### src/rtl/bcd_seg_digit.sv
module bcd_seg_digit (
  input  logic       clk,
  input  logic       rst,
  input  logic       load_en,
  input  logic [3:0] code_in,
  input  logic       blank,
  input  logic       rbi,
  input  logic       phase,
  output logic [6:0] seg,
  output logic       rbo
);

  logic [3:0] held;
  logic [6:0] shape;

  always_ff @(posedge clk) begin
    if (rst)          held <= 4'd0;
    else if (load_en) held <= code_in;
  end

  // bit order {g,f,e,d,c,b,a}
  always_comb begin
    case (held)
      4'd0:    shape = 7'b0111111;
      4'd1:    shape = 7'b0000110;
      4'd2:    shape = 7'b1011011;
      4'd3:    shape = 7'b1001111;
      4'd4:    shape = 7'b1100110;
      4'd5:    shape = 7'b1101101;
      4'd6:    shape = 7'b1111101;
      4'd7:    shape = 7'b0000111;
      4'd8:    shape = 7'b1111111;
      4'd9:    shape = 7'b1101111;
      default: shape = 7'b0000000;
    endcase
  end

  assign rbo = rbi & (held == 4'd0);
  assign seg = ((blank | rbo) ? 7'b0000000 : shape) ^ {7{phase}};

endmodule

### config.mk
export PLATFORM = sky130hd
export DESIGN_NAME = bcd_seg_digit
export DESIGN_NICKNAME = d
export VERILOG_FILES = /design/src/rtl/bcd_seg_digit.sv
export SDC_FILE = /design/constraint.sdc
export NUM_CORES = 1
export LEC_CHECK = 0
export BUFFER_PORTS_ARGS = -buffer_cell sky130_fd_sc_hd__clkbuf_2
export CORE_MARGIN = 10
export CORE_UTILIZATION = 51
export DETAILED_ROUTE_END_ITERATION = 10
export GPL_TIMING_DRIVEN = 0
export PLACE_DENSITY = 0.76
export SYNTH_ARGS = -nofsm -noshare
export SYNTH_HDL_FRONTEND = slang
export SYNTH_SLANG_ARGS = --single-unit
export TNS_END_PERCENT = 50
### constraint.sdc
create_clock -name clk -period 1.9 [get_ports clk]
set_input_delay 0.19 -clock clk [delete_from_list [all_inputs] [get_ports clk]]
set_output_delay 0.19 -clock clk [all_outputs]
set_load 0.01 [all_outputs]
# Word-level counts from Yosys, hierarchy flattened
# Memories as Yosys holds them, arrays and structs flattened. A register that Yosys moved wholly into a read port is not among the register bits.
# Cells that the tools add are included.
# word_totals
reg_bits,4
latch_bits,0
ram_bits,0
romBits,112
in_bits,10
output_inout_bits,8
wordCells,9
memories,1
# memory_table
name,depth,word_bits,read_ports,rd_ports_with_merged_regs,write_ports,line,text
(name not given),16,7,1,1,0,23,case (held)
# classes
n_addsub,0
mul,0
n_div,0
magnitude_cmp,0
eq_ne,0
shift,0
muxes,3
bitwise_logic,3
reduce_logical,1
# ops
op,n
two-way mux 4 bit,2
two-way mux 7 bit,1
XOR 7 bit,1
zero test 4 bit,1
AND 1 bit,1
OR 1 bit,1

# Depth between registers and ports, before layout
# Gate-level depths: netlist of run 1.
# logic_depth
depth_word,5
depth_mapped,7

# Worst setup path after synthesis of run 1
# OpenSTA, ideal clock, no wires.
# synth_timing
path_kind,register to register
start,reg held[1]
end,reg shape[1] (netlist name)
setup_ns,0.130
arrival_time_ns,1.540
setup_slack_ns,0.230
path_stages_with_launch,8
path_buffers,1
cell_sequence,dfxtp_1 buf_2 mux2i_1 nor2_1 inv_1 ha_1 a211oi_1 a21oi_1
# synth_between
elab_chain_cells,2
# synth_lines
item,line,text
from (decl),13,logic [3:0] held;
from (signal assigned),18,else if (load_en) held <= code_in;
two-way mux 4 bit (no line) (2 in series),-,
# Every way passes these cells.
# A chain may end at the register's enable or synchronous reset.

# Final worst setup path of run 1
# layout_timing
start,reg held[3]
end,out seg[0]
# layout_between
elab_chain_cells,5
# layout_lines
item,line,text
zero test 4 bit,38,assign rbo = rbi & (held == 4'd0);
AND 1 bit,38,
OR 1 bit,39,assign seg = ((blank | rbo) ? 7'b0000000 : shape) ^ {7{phase}};
two-way mux 7 bit,39,
XOR 7 bit,39,
to (decl),9,"output logic [6:0] seg,"
# Every way passes these cells.

==> results of run 1 <==
[what timing repair did]
item,CTS,global route
resized for setup,4,3
cloned,0,0
setup buffers,1,0
pin swaps,1,2
endpoints found under the setup margin,9,9
[worst paths after layout]
| kind | from | to | cells past startpoint |
|---|---|---|---|
| worst max-delay path | held[3] | seg[0] | 4 |
| worst min-delay path | code_in[0] | held[0] | 3 |
| worst max register to register | held[1] | shape[1] | 7 |
| worst min register to register | held[0] | held[0] | 2 |
[cells in the mapped netlist (all sizes together)]
cell type and instances:
xnor2 7, a2bb2oi 1, o21bai 3, or4b 1, o31ai 1, dfxtp 11
mux2i 5, a21oi 3, a211oi 1, o21ai 9, inv 4, nor4b 2
o221ai 3, nor4bb 2, nand2b 2, buf 4, clkbuf 1, xor2 2
ha 6, nor3 1, nor2b 8, a221oi 1, nor2 9
[metrics by stage]
step	cell area, sq um	cells	setup WS [ns]
2_1_floorplan	791	87	0.230
4_1_cts	921	123	-0.0241
3_5_place_dp	891	119	-0.0727
3_3_place_gp	891	119	0.00514
5_1_grt	923	123	-0.0725
6_report	923	123	0.0106
[critical path: stages (launching register included)]
cell      delay [ns]
dfxtp_4         0.35
or4b_4          0.63
o21ai_2         0.17
xnor2_1         0.13
clkbuf_2        0.15
[logic make-up (layout without fill, tap and decap cells)]
group	after synthesis	count (layout)	share of synthesized area, %
xor gates and xnor gates	9	9	9.97
adders and majority gates	6	6	9.49
buffers and inverters	9	29	5.85
AOI/OAI and AO/OA	22	22	21.2
muxes	5	5	6.33
DFF	11	11	27.8
and+or+nand+nor	25	25	19.3
[flip-flops by register name, indices dropped and copies added, names as in the netlist]
| signal | count |
|---|---|
| held | 4 |
| shape | 7 |
[final cells by class]
cell class	instances	area [sq um]
fillers	141	566
multi-input cells	67	527
flip-flops and latches	11	225
repair buffers	17	87.6
clock buffers	4	26.3
plain buffers	4	22.5
well taps	16	20.0
inverters	4	15.0
[metal layers]
layer,part of all wire (%),wire [um],GRT usage [%],up-vias
met2,50,863,17.5,14
met1,42,728,11.5,318
li1,-,-,-,346
met4,0,0,2.95,0
met3,7.1,121,4.94,0
met5,0,0,0,-
[power by group through the flow]
stage	sequential, W	combinational [W]	clock [W]
3_3_place_gp	0.000264	0.000186	0
6_report	0.000258	0.000191	0.000160
3_5_place_dp	0.000265	0.000192	0
5_1_grt	0.000260	0.000212	0.000176
2_1_floorplan	0.000262	0.000135	0
4_1_cts	0.000258	0.000193	0.000170
[placed cells by master, fill, tap and decap left out, types with 3 or more instances in the layout]
master | Yosys | routed
nor2b_1 | 8 | 8
nor2_1 | 9 | 8
dfxtp_1 | 11 | 9
ha_1 | 6 | 6
clkbuf_2 | 0 | 14
clkbuf_4 | 0 | 4
o21bai_1 | 3 | 3
inv_1 | 4 | 4
a21oi_1 | 3 | 3
mux2i_1 | 5 | 5
o221ai_1 | 3 | 3
o21ai_2 | 7 | 7
xnor2_1 | 7 | 7
==> out/metrics.cfg, run 1 <==
[outcome]
status = complete, no violations

[global_route]
grt.total_usage_pct = 10.5
grt_max_degree = 11
grt_pass1_wl_mm = 2.97
antenna_found_initial = 0
grt_pass1_vias = 674
grt-ovfl-total = 0

[power_and_ir_drop]
max-vdd-ir-drop_mv = 0.506
power_frac_comb_pct = 31.4
p_int_w = 0.000420
clkPwrFrac_pct = 26.2
pwr-share-seq_pct = 42.4
p_sw_share_pct = 31.1
power.density_nw_per_um2 = 660
finalPower_w = 0.000609
p_leak_nw = 0.403
switchingPower_w = 0.000189

[route]
via_per_inst = 5.51
via_count = 678
wire_per_inst_um = 13.9
drtIter0Drc = 27
drt-total-wl_mm = 1.71
drc = 0
ant_nets = 0
dr.pass1.iters = 4

[logic_synthesis]
ys_warn_count = 0
synth_top_area_cell = dfxtp_1
ys_ff_latch = 11
synth_cell_types = 27
synthTopCellsByArea = dfxtp_1 28%, ha_1 9.5%, o21ai_2 7.8%
synth_nets = 103
ys_seq_area_share_pct = 27.8
synthCells = 87
yosysTopAreaCellShare_pct = 27.8
avgSynthCellArea_sq_um = 9.09
syn_area_sq_um = 791

[floorplanning]
die_h_um = 59.4
die_w_um = 59.4
std_cell_rows = 14
ios = 18
start_util_pct = 53.1
die-area_sq_um = 3530
core_sq_um = 1490

[timing]
rsz0062_at_grt = yes
tightest_slew_ns = 0.582
fin_crit_ns = 1.89
hold_viol_final = 0
timing.hold.ws_ns = 0.205
finalSetupViolCount = 0
fmax_ghz = 0.529
tns_ns = 0
relSlewSlack_pct = 60.7
maxSlewViolCount = 0
finClkSkew_ns = 0.00601
fin_crit_sh_pct = 99.4

[setup_path]
crit_fanout = 8
critical_path_required_ns = 1.71
ff2ff_setup_slack_ns = 0.12
crit_type = register to primary output
end_kind = primary output
startpoint_type = register
cp.arrival_ns = 1.70

[clock_tree]
clockBufferDepth = 2
cts_hold_buf = 0
cts_buffers = 3
cts.sinks = 11
cts_root_buf = clkbuf_4
cts_tree = built
clock_latency_ns = 0.27
clkSlewWorstSetupHoldPaths_ns = 0.07
htreeDepth = 1

[placed_design]
gp_congestion = 0.869
place_hpwl_mm = 1.38
portBuffers = 16

[cells_and_area]
areaGrowthSynthToFinish_pct = 16.8
nets = 124
finish.utilization_pct = 62.0
drive_above_1_share_pct = 30.8
diodes = 0

[worst_hold_path]
hold_path.class = primary input to register

[job]
timing.max_cap.violations = 0

No activity file was read; power rests on OpenSTA's default activity.
==> run 2, diff against run 1 <==
--- a/config.mk
+++ b/config.mk
@@ -11,6 +11,7 @@
 export DETAILED_ROUTE_END_ITERATION = 10
 export GPL_TIMING_DRIVEN = 0
 export PLACE_DENSITY = 0.76
+export SETUP_SLACK_MARGIN = 0.15
 export SYNTH_ARGS = -nofsm -noshare
 export SYNTH_HDL_FRONTEND = slang
 export SYNTH_SLANG_ARGS = --single-unit
==> run 2 against run 1 <==
Highest routed layer unchanged. Flip-flop and latch count did not move. The run now ends with setup timing left. Fmax fell by 1.0%. Worst setup slack got worse by 0.020 ns. Largest cell class unchanged. Combinational power rose by 9%. Register-to-register slack improved by 0.16 ns. Final cell count rose by 2.4%. Clock power barely moved. Global-route usage did not move. Non-clock buffer count rose by 3. Wire length rose by 0.64%. Die area did not move.
==> out/metrics.cfg, run 2 (synthesis gave the netlist of run 1 again) <==
[setup_path]
startpoint_type = register
critical_path_required_ns = 1.71  ; about the same
end_kind = primary output
crit_fanout = 8  ; unchanged
crit_type = register to primary output
ff2ff_setup_slack_ns = 0.28  ; +0.16 ns
cp.arrival_ns = 1.72  ; +0.02 ns

[outcome]
status = complete, but fails checks
violations = setup timing

[floorplanning]
core_sq_um = 1490  ; unchanged
std_cell_rows = 14  ; unchanged
die_h_um = 59.4  ; unchanged
die_w_um = 59.4  ; unchanged
die-area_sq_um = 3530  ; unchanged
start_util_pct = 53.1  ; unchanged
ios = 18  ; unchanged

[route]
via_count = 682  ; +0.59%
wire_per_inst_um = 13.7  ; -1.8%
drtIter0Drc = 10  ; -63%
ant_nets = 0  ; unchanged
drt-total-wl_mm = 1.72  ; +0.64%
dr.pass1.iters = 4  ; unchanged
via_per_inst = 5.41  ; -1.8%
drc = 0  ; unchanged

[cells_and_area]
layout_common_cells = 9 x dfxtp_1, 8 x nor2_1, 8 x nor2b_1, 8 x clkbuf_2, 8 x buf_2
finish.utilization_pct = 65.9  ; +3.9 points
drive_above_1_share_pct = 33.6  ; +2.8 points
nets = 127  ; +2.4%
layout.area.seq_sq_um = 225  ; unchanged
largest_reg_flops = 7  ; unchanged
stdcell_count = 126  ; +2.4%
multi_input_area_sq_um = 551  ; +4.5%
mostFrequentLayoutCell = dfxtp_1
nFillCells = 132  ; -6.4%
areaGrowthSynthToFinish_pct = 24.1
diodes = 0  ; unchanged

[global_route]
antenna_found_initial = 0  ; unchanged
grt_pass1_vias = 684  ; +1.5%
grt_max_degree = 11  ; unchanged
grt_pass1_wl_mm = 2.97  ; unchanged
grt-ovfl-total = 0  ; unchanged
grt.total_usage_pct = 10.5  ; unchanged

[timing]
fin_ws_ns = -0.00917  ; -0.0198 ns
tightest_slew_ns = 0.579  ; -0.00306 ns
finalSetupViolCount = 2  ; +2
fin_crit_ns = 1.91  ; +0.0198 ns
hold_viol_final = 0  ; unchanged
rsz0062_at_grt = yes
fin_crit_sh_pct = 100  ; +1.0 points
relSlewSlack_pct = 60.9  ; +0.21 points
maxSlewViolCount = 0  ; unchanged
finClkSkew_ns = 0.00909  ; +0.00308 ns
fmax_ghz = 0.524  ; -1.0%

[placed_design]
placed_cells = 119  ; unchanged
dp_slack_ns = -0.0727  ; unchanged
gp_congestion = 0.869  ; unchanged
place_hpwl_mm = 1.38  ; unchanged
portBuffers = 16  ; unchanged

[job]
timing.max_cap.violations = 0  ; unchanged

[clock_tree]
clockBufferDepth = 2  ; unchanged
cts_hold_buf = 0  ; unchanged
htreeDepth = 1  ; unchanged
cts_tree = built
cts.sinks = 11  ; unchanged
cts_buffers = 3  ; unchanged
clock_latency_ns = 0.27  ; about the same
cts_root_buf = clkbuf_4
clkSlewWorstSetupHoldPaths_ns = 0.08  ; about the same

[power_and_ir_drop]
power.density_nw_per_um2 = 642  ; -2.7%
p_leak_nw = 0.422  ; +4.7%
max-vdd-ir-drop_mv = 0.513  ; +1.2%
finalPower_w = 0.000629  ; +3.3%

[worst_hold_path]
hold_path.class = primary input to register

[run 2: changes by cell type in the layout (fill, tap and decap cells not counted), sizes merged]
cell / previous run / this run
buf: 5 / 15
clkbuf: 20 / 13
[run 2: final timing paths]
path / start / to / cells past startpoint
worst min-delay path: code_in[0] / held[0] / 3
worst max-delay path: held[3] / seg[0] / 5
worst max register to register: held[1] / shape[1] / 7
worst min register to register: held[0] / held[0] / 2
[run 2: repair_timing]
item	CTS	global route
setup endpoints to repair	12	11
buffers inserted	0	3
endpoints found under the hold margin	0	0
gates resized for setup	5	14
pin swaps	1	3
[run 2: power breakdown]
group	internal, W	switching [W]
clock	0.0000813	0.0000804
combinational	0.0000990	0.000110
sequential	0.000252	0.00000747
total	0.000432	0.000197
[run 2: cell type report]
class	count	area share [%]
flip-flops and latches	11	23.0
plain buffers	5	4.21
well taps	16	2.04
multi-input cells	67	56.1
clock buffers	4	2.68
inverters	4	1.53
repair buffers	19	10.5
[run 2: layer usage]
layer | track usage (%) | up-vias | routed length, um
li1 | - | 351 | -
met1 | 11.4 | 314 | 733
met2 | 17.7 | 17 | 846
met3 | 4.94 | 0 | 144
met4 | 2.95 | 0 | 0
met5 | 0 | - | 0
[run 2: stage by stage]
stage          hold WS [ns]  area [sq um]  TNS, ns
6_report              0.203           981  -0.0149
4_1_cts               0.193           928   -0.202
3_5_place_dp          0.487           891   -0.102
5_1_grt               0.230           981   -0.483
2_1_floorplan         0.308           791        0
3_3_place_gp          0.475           891        0
[run 2: worst max-delay path, cell delays in order, from the launching register on]
cell and delay [ns]:
dfxtp_4 0.36, or4b_4 0.52, buf_8 0.16, o21ai_2 0.13, xnor2_1 0.12, buf_2 0.15
==> run 3, diff against run 2 <==
--- a/config.mk
+++ b/config.mk
@@ -11,7 +11,7 @@
 export DETAILED_ROUTE_END_ITERATION = 10
 export GPL_TIMING_DRIVEN = 0
 export PLACE_DENSITY = 0.76
-export SETUP_SLACK_MARGIN = 0.15
+export SETUP_SLACK_MARGIN = 0.1
 export SYNTH_ARGS = -nofsm -noshare
 export SYNTH_HDL_FRONTEND = slang
 export SYNTH_SLANG_ARGS = --single-unit
==> run 3 against run 2 <==
The run still ends with setup timing left. First-iteration DRC count increased by 30%. Via count up 0.59%. Global-route usage unchanged. Non-clock buffer count stayed put. Sequential power barely moved. Critical endpoint unchanged. Largest power group unchanged.
==> out/metrics.cfg, run 3 (synthesis gave the netlist of run 1 again) <==
[outcome]
status = complete, but fails checks
violations = setup timing

[power_and_ir_drop]
p_leak_nw = 0.422  ; about the same
power.density_nw_per_um2 = 646  ; +0.69%
max-vdd-ir-drop_mv = 0.513  ; +0.12%

[floorplanning]
start_util_pct = 53.1  ; unchanged
ios = 18  ; unchanged
std_cell_rows = 14  ; unchanged
die_w_um = 59.4  ; unchanged
die-area_sq_um = 3530  ; unchanged
core_sq_um = 1490  ; unchanged
die_h_um = 59.4  ; unchanged

[setup_path]
critical_path_required_ns = 1.71  ; about the same
crit_type = register to primary output
cp.arrival_ns = 1.72  ; about the same
startpoint_type = register
end_kind = primary output
crit_fanout = 8  ; unchanged

[placed_design]
place_hpwl_mm = 1.38  ; unchanged
post_dp_cell_area_sq_um = 891  ; unchanged
portBuffers = 16  ; unchanged
gp_congestion = 0.869  ; unchanged
dp_slack_ns = -0.0727  ; unchanged

[timing]
maxSlewViolCount = 0  ; unchanged
hold_viol_final = 0  ; unchanged
tns_ns = -0.0113  ; +0.00359 ns
fin_ws_ns = -0.00604  ; +0.00313 ns
fmax_ghz = 0.525  ; +0.16%
fin_crit_ns = 1.91  ; -0.00313 ns
finalSetupViolCount = 3  ; +1
tightest_slew_ns = 0.578  ; -0.000446 ns
fin_crit_sh_pct = 100  ; -0.16 points
finClkSkew_ns = 0.00906  ; -0.0000308 ns
relSlewSlack_pct = 60.9  ; about the same
rsz0062_at_grt = yes

[cells_and_area]
final_area_sq_um = 968  ; -1.3%
areaGrowthSynthToFinish_pct = 22.5
drive_above_1_share_pct = 32.7  ; -0.91 points
nFillCells = 136  ; +3.0%
finish.utilization_pct = 65.0  ; -0.84 points
layout_common_cells = 9 x dfxtp_1, 9 x clkbuf_2, 8 x nor2_1, 8 x nor2b_1
nets = 127  ; unchanged
diodes = 0  ; unchanged
largest_reg_flops = 7  ; unchanged

[clock_tree]
cts_hold_buf = 0  ; unchanged
cts_buffers = 3  ; unchanged
clockBufferDepth = 2  ; unchanged
cts_root_buf = clkbuf_4
cts_tree = built
clock_latency_ns = 0.27  ; about the same
htreeDepth = 1  ; unchanged
cts.sinks = 11  ; unchanged
clkSlewWorstSetupHoldPaths_ns = 0.08  ; about the same

[route]
drt-total-wl_mm = 1.72  ; -0.41%
wl_met2_um = 844  ; -0.24%
wl_met3_um = 128  ; -11%
wire_per_inst_um = 13.6  ; -0.41%
dr.pass1.iters = 4  ; unchanged
ant_nets = 0  ; unchanged
maxUsedRoutingLayer = met3
met1_length_um = 745  ; +1.6%
via_count = 686  ; +0.59%
drtIter0Drc = 13  ; +3
drc = 0  ; unchanged
via_per_inst = 5.44  ; +0.59%

[worst_hold_path]
hold_path.class = primary input to register

[job]
timing.max_cap.violations = 0  ; unchanged

[global_route]
grt_pass1_wl_mm = 2.97  ; -0.20%
antenna_found_initial = 0  ; unchanged
grt-ovfl-total = 0  ; unchanged
grt_pass1_vias = 682  ; -0.29%
grt_max_degree = 11  ; unchanged
grt.total_usage_pct = 10.5  ; unchanged

-- run 3: changes by cell type in the layout (fill, tap and decap cells not counted), sizes merged --
| cell | previous run | this run |
|---|---|---|
| buf | 15 | 14 |
| clkbuf | 13 | 14 |
-- run 3: repair_timing --
item / 4_1_cts / 5_1_grt
gates resized for setup: 4 / 11
endpoints found under the setup margin: 10 / 9
buffers inserted: 0 / 3
pin swaps: 0 / 2
-- run 3: path summary, 6_finish.rpt --
kind | start | to | slack (ns) | cells past startpoint
setup / recovery | held[3] | seg[0] | -0.006 | 5
hold / removal | code_in[0] | held[0] | 0.20 | 3
setup reg to reg | held[1] | shape[1] | 0.12 | 7
hold reg to reg | held[0] | held[0] | 0.58 | 2
-- run 3: where the power goes --
part / leakage (nW) / switching [W] / internal [W] / total [W]
sequential: 0.0925 / 0.00000706 / 0.000252 / 0.000259
combinational: 0.315 / 0.000108 / 0.0000969 / 0.000205
clock: 0.0150 / 0.0000805 / 0.0000813 / 0.000162
total: 0.422 / 0.000196 / 0.000430 / 0.000626
-- run 3: cell type report --
type                       instances  area [sq um]  share of cell area [%]
sequential                        11           225                    23.3
tap                               16          20.0                    2.07
inverter                           4          15.0                    1.55
buffer                             5          37.5                    3.88
clock buffer                       4          26.3                    2.71
timing repair buffer              19           103                    10.6
multi-input combinational         67           542                    55.9
-- run 3: routing by layer --
metal | track usage (%) | vias up
met3 | 4.94 | 0
li1 | - | 352
met1 | 11.5 | 319
met4 | 2.95 | 0
met5 | 0 | -
met2 | 17.5 | 15
-- run 3: critical path, cell delays in order (launching register included) --
cell	delay, ns
dfxtp_4	0.36
or4b_4	0.52
buf_8	0.16
o21ai_2	0.13
xnor2_1	0.12
buf_2	0.15
-- run 3: stage by stage --
| stage | hold WS [ns] | cells | power [W] |
|---|---|---|---|
| finish | 0.197 | 126 | 0.000626 |
| CTS | 0.193 | 123 | 0.000625 |
| floorplan | 0.308 | 87 | 0.000397 |
| detailed placement | 0.487 | 119 | 0.000458 |
| global route | 0.230 | 126 | 0.000664 |
| global placement | 0.475 | 119 | 0.000451 |
